<file path="config.mk">
export PLATFORM = sky130hd
export DESIGN_NAME = latched_parity_xcvr
export DESIGN_NICKNAME = d
export VERILOG_FILES = /design/src/rtl/latched_parity_xcvr.sv
export SDC_FILE = /design/constraint.sdc
export NUM_CORES = 1
export LEC_CHECK = 0
export ABC_AREA = 1
export CORE_ASPECT_RATIO = 0.8
export CORE_MARGIN = 3
export CORE_UTILIZATION = 30
export CTS_BUF_LIST = sky130_fd_sc_hd__clkbuf_8 sky130_fd_sc_hd__clkbuf_16
export CTS_CLUSTER_SIZE = 12
export DETAILED_ROUTE_END_ITERATION = 7
export GPL_ROUTABILITY_DRIVEN = 0
export GPL_TIMING_DRIVEN = 0
export PLACE_DENSITY = 0.61
export SYNTH_ARGS = -nofsm -noshare
export SYNTH_HDL_FRONTEND = slang
export SYNTH_SLANG_ARGS = --single-unit
</file>
<file path="constraint.sdc">
create_clock -name clk -period 2.6 [get_ports clk]
set_clock_uncertainty 0.1 [all_clocks]
set_input_delay 0.65 -clock clk [delete_from_list [all_inputs] [get_ports clk]]
set_output_delay 0.65 -clock clk [all_outputs]
set_load 0.02 [all_outputs]
</file>
<file path="src/rtl/latched_parity_xcvr.sv">
module latched_parity_xcvr #(
  parameter int LANES  = 2,
  parameter int LANE_W = 8
) (
  input  logic                    clk,
  input  logic                    rst,
  input  logic                    le_a,
  input  logic                    le_b,
  input  logic                    oe_a_n,
  input  logic                    oe_b_n,
  input  logic                    fwd_par,
  input  logic                    odd_sel,
  input  logic [LANES*LANE_W-1:0] a_dat_i,
  input  logic [LANES-1:0]        a_par_i,
  input  logic [LANES*LANE_W-1:0] b_dat_i,
  input  logic [LANES-1:0]        b_par_i,
  output logic [LANES*LANE_W-1:0] a_dat_o,
  output logic [LANES-1:0]        a_par_o,
  output logic                    a_oe,
  output logic [LANES*LANE_W-1:0] b_dat_o,
  output logic [LANES-1:0]        b_par_o,
  output logic                    b_oe,
  output logic [LANES-1:0]        err_a_n,
  output logic [LANES-1:0]        err_b_n,
  output logic                    cfg_fault
);
  localparam int DW = LANES * LANE_W;

  logic [DW-1:0]    hold_a_d, hold_b_d, view_a_d, view_b_d;
  logic [LANES-1:0] hold_a_p, hold_b_p, view_a_p, view_b_p;
  logic [LANES-1:0] out_b_p, out_a_p;
  logic             drive_ab, drive_ba;

  always_ff @(posedge clk) begin
    if (rst) begin
      hold_a_d <= '0;
      hold_a_p <= '0;
      hold_b_d <= '0;
      hold_b_p <= '0;
    end else begin
      if (le_a) begin
        hold_a_d <= a_dat_i;
        hold_a_p <= a_par_i;
      end
      if (le_b) begin
        hold_b_d <= b_dat_i;
        hold_b_p <= b_par_i;
      end
    end
  end

  assign view_a_d = le_a ? a_dat_i : hold_a_d;
  assign view_a_p = le_a ? a_par_i : hold_a_p;
  assign view_b_d = le_b ? b_dat_i : hold_b_d;
  assign view_b_p = le_b ? b_par_i : hold_b_p;

  assign cfg_fault = !oe_a_n && !oe_b_n;
  assign drive_ab  = !oe_b_n && oe_a_n;
  assign drive_ba  = !oe_a_n && oe_b_n;
  assign b_oe      = drive_ab;
  assign a_oe      = drive_ba;

  for (genvar l = 0; l < LANES; l++) begin : g_lane
    logic gen_from_a, gen_from_b;
    assign gen_from_a = (^view_a_d[l*LANE_W +: LANE_W]) ^ odd_sel;
    assign gen_from_b = (^view_b_d[l*LANE_W +: LANE_W]) ^ odd_sel;
    assign out_b_p[l] = fwd_par ? view_a_p[l] : gen_from_a;
    assign out_a_p[l] = fwd_par ? view_b_p[l] : gen_from_b;
    assign err_a_n[l] = ~((^view_a_d[l*LANE_W +: LANE_W]) ^ view_a_p[l] ^ odd_sel);
    assign err_b_n[l] = ~((^view_b_d[l*LANE_W +: LANE_W]) ^ view_b_p[l] ^ odd_sel);

    AST_GEN_SENSE_B: assert property (@(posedge clk) disable iff (rst)
      (b_oe && !fwd_par) |-> ((^b_dat_o[l*LANE_W +: LANE_W]) ^ b_par_o[l]) == odd_sel);
    AST_GEN_SENSE_A: assert property (@(posedge clk) disable iff (rst)
      (a_oe && !fwd_par) |-> ((^a_dat_o[l*LANE_W +: LANE_W]) ^ a_par_o[l]) == odd_sel);
  end

  assign b_dat_o = drive_ab ? view_a_d : '0;
  assign b_par_o = drive_ab ? out_b_p  : '0;
  assign a_dat_o = drive_ba ? view_b_d : '0;
  assign a_par_o = drive_ba ? out_a_p  : '0;

  AST_ONE_DRIVER: assert property (@(posedge clk) disable iff (rst)
    !(a_oe && b_oe));
  AST_FAULT_NO_DRIVE: assert property (@(posedge clk) disable iff (rst)
    cfg_fault |-> (!a_oe && !b_oe && b_dat_o == '0 && a_dat_o == '0));
  AST_HOLD_STABLE: assert property (@(posedge clk) disable iff (rst)
    (!le_a && $past(!le_a) && $past(!rst) && b_oe && $past(b_oe)) |-> $stable(b_dat_o));
  AST_RESET_ZERO: assert property (@(posedge clk) disable iff (rst)
    ($past(rst) && !le_a && b_oe) |-> b_dat_o == '0);
endmodule

</file>
==> results of run 1 <==
path summary, 6_finish.rpt:
path / startpoint / end / slack (ns) / depth (start not counted)
worst max-delay path: le_a / b_par_o[0] / -0.13 / 13
worst min-delay path: hold_b_d[15] / hold_b_d[15] / 0.46 / 4
worst max register to register: hold_a_d[12] / hold_a_d[12] / 1.44 / 7
worst min register to register: hold_b_d[15] / hold_b_d[15] / 0.46 / 4
stage by stage:
| step | instances | hold WS (ns) | TNS (ns) | area, sq um | worst slack (ns) |
|---|---|---|---|---|---|
| 2_1_floorplan | 467 | 0.369 | 0 | 2570 | 0.0230 |
| 3_3_place_gp | 659 | 0.391 | -29.47 | 3550 | -1.08 |
| 3_5_place_dp | 659 | 0.412 | -29.82 | 3550 | -1.11 |
| 4_1_cts | 711 | 0.461 | -0.465 | 4320 | -0.122 |
| 5_1_grt | 720 | 0.503 | -1.32 | 4680 | -0.217 |
| 6_report | 720 | 0.460 | -0.550 | 4680 | -0.130 |
final cells by class:
cell class,instances,area (sq um)
Fill cell,806,3450
Multi-Input combinational cell,340,2000
Timing Repair Buffer,137,1220
Sequential cell,36,721
Inverter,74,307
Buffer,17,211
Tap cell,108,135
Clock buffer,6,82.6
Clock inverter,2,7.51
routing by layer:
layer  up-vias  global-route usage [%]  routed length, microns
li1       1666                       -                       -
met1      1518                    24.4                    4200
met2        57                    31.4                    4680
met3        10                    3.57                     317
met4         0                    4.76                      99
met5         -                       0                       0
report_power, final:
part / internal (uW) / switching (uW) / leakage, uW
registers: 587 / 18.5 / 0.000299
logic: 387 / 485 / 0.00215
clock network: 209 / 211 / 0.0000538
total: 1180 / 714 / 0.00250
cell usage in the layout (no fill, tap or decap):
cell type | synthesis | routed
clkbuf_1 | 6 | 4
clkdlybuf4s15_2 | 0 | 8
clkinvlp_4 | 0 | 1
dlygate4sd2_1 | 0 | 48
nor2_4 | 0 | 1
a21oi_2 | 1 | 2
nor2_1 | 70 | 69
buf_4 | 0 | 48
nand2_8 | 0 | 1
nand2_1 | 204 | 99
clkbuf_8 | 0 | 7
buf_2 | 1 | 12
nand3_2 | 3 | 14
clkbuf_2 | 0 | 1
buf_12 | 1 | 4
or2_4 | 0 | 1
nand3_4 | 0 | 3
inv_1 | 69 | 48
buf_8 | 0 | 8
buf_16 | 0 | 3
dfxtp_1 | 36 | 36
nand2_2 | 8 | 96
or2_1 | 2 | 1
nand3_1 | 21 | 7
o21ai_0 | 15 | 4
nand2_4 | 1 | 17
o21ai_1 | 7 | 4
clkdlybuf4s50_1 | 0 | 6
clkinv_8 | 0 | 1
o21ai_4 | 0 | 8
o21ai_2 | 7 | 13
buf_6 | 9 | 11
inv_4 | 1 | 5
inv_2 | 4 | 21
state kept, by name, summed over array words and instances (netlist names):
signal / flops
hold_b_p: 2
hold_a_d: 16
hold_a_p: 2
hold_b_d: 16
timing repair:
item | 4_1_cts | 5_1_grt
gates resized for setup | 333 | 86
setup endpoints to repair | 42 | 8
pin swaps | 91 | 47
cloned | 7 | 0
setup buffers | 37 | 9
worst min-delay path: stages (launching register included):
cell and delay [ns]:
dfxtp_1 0.30, nand2_1 0.05, nand2_1 0.07, inv_2 0.07, nor2_1 0.04
cell families after synthesis:
group | count (synthesis) | synth area share [%]
buffers and inverters | 91 | 16.7
AO/OA/AOI/OAI | 31 | 7.20
flip-flops | 36 | 28.0
AND/OR/NAND/NOR | 309 | 48.1
==> metrics.txt, run 1 <==
Hold/Removal Path Class=reg2reg; number of distinct library cells after synthesis=20; Max Clk Rate=366 MHz; Worst Tran Pin Value=0.548 ns; input/output buffers=84; Final setup viols=8; register clock-pin slew on the reported worst setup and hold paths=0.07 ns; half-perimeter wire length after placement=6.03 mm; pin count of the biggest net entering global routing=11; post-synthesis instance total=467; die width=110 microns; Power Density=405 nW/um^2; I/O pin total=87; most used standard cell by instance count after synthesis=nand2_1; cell family with most CP delay=buffers and inverters; maximum ir drop on the vdd rail=204 uV; CTS Hold Bufs=0; height of the chip=88.8 microns; first-pass GRT wire length=14.1 mm; proportion of netlist area held by the largest area contributor=29.8%; critical path's slowest cell=o21ai_4; CTS tree=built; die outline area=9730 sq um; WP data required=1.85 ns; starting utilization of the core area=31.7%; cell area after synthesis=2570 sq um; Clk Tree Root Cell=clkbuf_8; remaining global-route overflow=0; unrepaired setup endpoints after global routing=yes; Routed Wire Length=9.29 mm; tightest slew margin relative to the limit=63.5%; worst-skew pair later-pin latency=0.28 ns; final core occ=57.6%; number of antenna violations at the first check in global routing=0; Slowest Stage Delay on Critical Path=0.18 ns; number of global-route vias before repair=3051; final max-slew violation count=0; violations in the final reports=setup timing; Post-synth EDFFs=0; leading register cell type out of synthesis=dfxtp_1; Detail Route Antenna Nets=0; final worst path period share=105%; Leakage Power=0.00250 uW; biggest area contributors in the synthesized netlist=nand2_1 (30%), dfxtp_1 (28%), nor2_1 (10%), inv_1 (10%), nand3_1 (4.1%); Post-route DRC=0; worst path setup slack after routing=-0.130 ns; average footprint of a synthesized cell=5.51 sq um; total power consumption of the routed design=1900 uW; average wire length per cell after detail routing=12.9 microns; cell mode on critical path=nand2_1; register bit total from synthesis=36; number of detailed-route iterations in the first pass=4; net count of the finished layout=655; WP data arrival=1.98 ns; H-tree level count=2; cts bufs inserted=5; Buf+Inv Stages, Crit Path=5; Std-Cell Rows=29; leading post-synthesis cells by instance count=nand2_1 (204), nor2_1 (70), inv_1 (69), dfxtp_1 (36), nand3_1 (21); Final Hold Viols=0; critical path fanouts, max=7; run status=finished with violations; standard cell core area=8130 sq um; count of routing violations after the opening detailed-route iteration=60; critical path, cell by cell=buf_8 > buf_12 > buf_8 > o21ai_4 > nand2_1 > nand2_1 > nand2_1 > nand2_2 > inv_2 > nand3_2 > nand2_2 > a21oi_2 > buf_6; type of the setup path with the least slack=in2out; Warnings, synthesis=0; type of element launching the critical path=input port; number of nets produced by synthesis=511; vias per std cell=4.52; Min Clock Period, post-route=2.73 ns; deepest clock path buffer count=2; asr flop ratio synth=0%; Max-Cap Viols=0; type of destination of the critical path=output pin; cell accounting for the most synthesized area=nand2_1; GRT Resource Usage Total=18.6%; number of clock sinks=36; area growth from synthesis to layout=82.0%; ant diodes=0; layout cells sized above 1=46.7%; proportion of synthesized chip area in sequential cells=28.0%; DR vias=3251
(Power assumes the default switching activity.)
==> run 2, diff against run 1 <==
--- a/config.mk
+++ b/config.mk
@@ -6,15 +6,16 @@
 export NUM_CORES = 1
 export LEC_CHECK = 0
 export ABC_AREA = 1
+export CELL_PAD_IN_SITES_DETAIL_PLACEMENT = 1
+export CELL_PAD_IN_SITES_GLOBAL_PLACEMENT = 1
 export CORE_ASPECT_RATIO = 0.8
-export CORE_MARGIN = 3
 export CORE_UTILIZATION = 30
 export CTS_BUF_LIST = sky130_fd_sc_hd__clkbuf_8 sky130_fd_sc_hd__clkbuf_16
 export CTS_CLUSTER_SIZE = 12
 export DETAILED_ROUTE_END_ITERATION = 7
 export GPL_ROUTABILITY_DRIVEN = 0
 export GPL_TIMING_DRIVEN = 0
-export PLACE_DENSITY = 0.61
+export PLACE_DENSITY = 0.87
 export SYNTH_ARGS = -nofsm -noshare
 export SYNTH_HDL_FRONTEND = slang
 export SYNTH_SLANG_ARGS = --single-unit
==> run 2 against run 1 <==
- the flow still finishes with violations (setup timing)
- sequential share of layout area shrank 0.14 points
- wire length up 66%
- via count is 18% higher
- worst hold slack better by 0.029 ns
- largest cell class unchanged
==> metrics.txt, run 2 (synthesis gave the netlist of run 1 again) <==
Worst Tran Pin Value=0.595 ns (+0.0469 ns); final max-slew violation count=0 (unchanged); Clk Tree Root Cell=clkbuf_8; pin count of the biggest net entering global routing=12 (+1); registers with the most flip-flops=hold_a_d (16), hold_b_d (16); WP data required=1.85 ns (about the same); unrepaired setup endpoints after global routing=yes; first-pass GRT wire length=19.4 mm (+37%); Slowest Stage Delay on Critical Path=0.15 ns (-0.03 ns); placement-stage cell area=3550 sq um (unchanged); net count of the finished layout=655 (unchanged); number of detailed-route iterations in the first pass=5 (+1); type of the setup path with the least slack=in2out; Post-Place Cells=659 (unchanged); CTS Hold Bufs=0 (unchanged); deepest clock path buffer count=2 (unchanged); number of clock sinks=36 (unchanged); starting utilization of the core area=31.7% (unchanged); leading cell types in the layout, fill and taps excluded=nand2_1 (100), nand2_2 (88), nor2_1 (68), buf_4 (49), inv_1 (43); Std-Cell Rows=29 (unchanged); WP data arrival=2.12 ns (+0.14 ns); GRT Resource Usage Total=28.0% (+9.4 points); maximum ir drop on the vdd rail=449 uV (+120%); input/output buffers=84 (unchanged); critical path, cell by cell=buf_8 > buf_12 > buf_12 > nand2_4 > nand2_2 > nand2_2 > nand2_1 > nand2_2 > nand2_1 > nand2_2 > nand2_2 > nand2_2 > nand2_2 > a21oi_2 > buf_6; tightest slew margin relative to the limit=60.3% (-3.1 points); Max Clk Rate=348 MHz (-5.0%); ant diodes=0 (unchanged); Leakage Power=0.00254 uW (+1.7%); Max-Cap Viols=0 (unchanged); type of destination of the critical path=output pin; number of antenna violations at the first check in global routing=0 (unchanged); critical path fanouts, max=5 (-2); cell area after layout=4720 sq um (+0.91%); net switching power of the design=854 uW (+20%); most common cell after layout, fill and taps aside=nand2_1; fraction of met2 tracks used by global routing=49.9% (+19 points); Post-route DRC=0 (unchanged); area growth from synthesis to layout=83.7%; critical path's slowest cell=a21oi_2; average wire length per cell after detail routing=21.4 microns (+66%); I/O pin total=87 (unchanged); count of routing violations after the opening detailed-route iteration=207 (+250%); register clock-pin slew on the reported worst setup and hold paths=0.08 ns (about the same); Final setup viols=11 (+3); Final Instance Count excl. Fillers=720 (unchanged); worst hold-check slack=0.488 ns (+0.0286 ns); layout cells sized above 1=47.9% (+1.1 points); remaining global-route overflow=0 (unchanged); half-perimeter wire length after placement=7.26 mm (+20%); run status=finished with violations; cts bufs inserted=5 (unchanged); standard cell core area=8130 sq um (unchanged); cell mode on critical path=nand2_2; DR vias=3836 (+18%); Most Used Layer, Global Route=met2; worst-skew pair later-pin latency=0.33 ns (+0.05 ns); Detail Route Antenna Nets=0 (unchanged); Power Density=447 nW/um^2 (+10%); met3 routing resource usage after global routing=4.45% (+0.88 points); height of the chip=84.8 microns (-4.5%); CTS tree=built; Min Clock Period, post-route=2.87 ns (+0.143 ns); Routed Wire Length=15.4 mm (+66%); final worst path period share=110% (+5.5 points); worst slack, placed=-1.16 ns (-0.0455 ns); type of element launching the critical path=input port; vias per std cell=5.33 (+18%); total internal power=1260 uW (+6.4%); H-tree level count=2 (unchanged); fraction of power spent switching nets=40.4% (+2.8 points); Hold/Removal Path Class=reg2reg; power share of the clock group=25.4% (+3.3 points); violations in the final reports=setup timing; GR met1 Demand/Resource=33.0% (+8.6 points); Buf+Inv Stages, Crit Path=4 (-1); die width=106 microns (-3.7%); part of the total power dissipated in sequential elements=29.0% (-2.9 points); Final Hold Viols=0 (unchanged); combinational fraction of design power=45.6% (-0.4 points); total power consumption of the routed design=2110 uW (+11%); cell family with most CP delay=simple AND/OR/NAND/NOR gates; worst path setup slack after routing=-0.273 ns (-0.143 ns); number of global-route vias before repair=3797 (+24%); die outline area=8950 sq um (-8.0%)
==> run 2: path summary, 6_finish.rpt <==
check | slack, ns | start | to | depth (start not counted)
setup / recovery | -0.27 | le_a | b_par_o[0] | 15
hold reg to reg | 0.49 | hold_b_p[1] | hold_b_p[1] | 4
setup reg to reg | 1.33 | hold_a_d[13] | hold_a_d[13] | 6
hold / removal | 0.49 | hold_b_p[1] | hold_b_p[1] | 4
==> run 2: worst reg2reg max path, delay by kind of cell, from the launching register on <==
kind	cells	cell delay [ns]
AND/OR/NAND/NOR	2	0.26
AO/OA/AOI/OAI	1	0.09
buffers and inverters	3	0.37
flip-flops	1	0.36
==> run 2: power by group through the flow <==
stage	Sequential, uW	Combinational, uW	Clock (uW)
2_1_floorplan	610	381	0
3_3_place_gp	611	598	0
3_5_place_dp	614	627	0
4_1_cts	603	790	511
5_1_grt	615	1010	561
6_report	612	964	536
==> run 2: stage by stage <==
step	setup TNS [ns]	utilization [%]
after floorplan	0	-
after global placement	-29.55	43.7
after detailed placement	-31.72	43.7
after CTS	-0.794	53.1
after global routing	-2.52	58.1
final	-1.96	58.1
==> run 2: cell type report <==
type	count	area, sq um
clock inverter	3	38.8
timing repair buffer	137	1240
sequential	36	721
buffer	17	233
tap	108	135
multi-input combinational	340	1990
fill	1064	3400
inverter	74	300
clock buffer	5	68.8
==> run 2: repair_timing <==
action                                  in CTS  in global routing
buffers inserted                            38                  9
resized for setup                          327                109
hold endpoints to repair                     0                  0
pin swaps                                   93                 46
gates cloned                                 5                  2
endpoints found under the setup margin      43                 21
==> run 2: routing by layer <==
metal	up-vias	part of all wire [%]	wire [microns]
li1	1672	-	-
met3	87	7.3	1130
met2	226	49	7510
met1	1851	38	5870
met5	-	0	0
met4	0	5.7	883
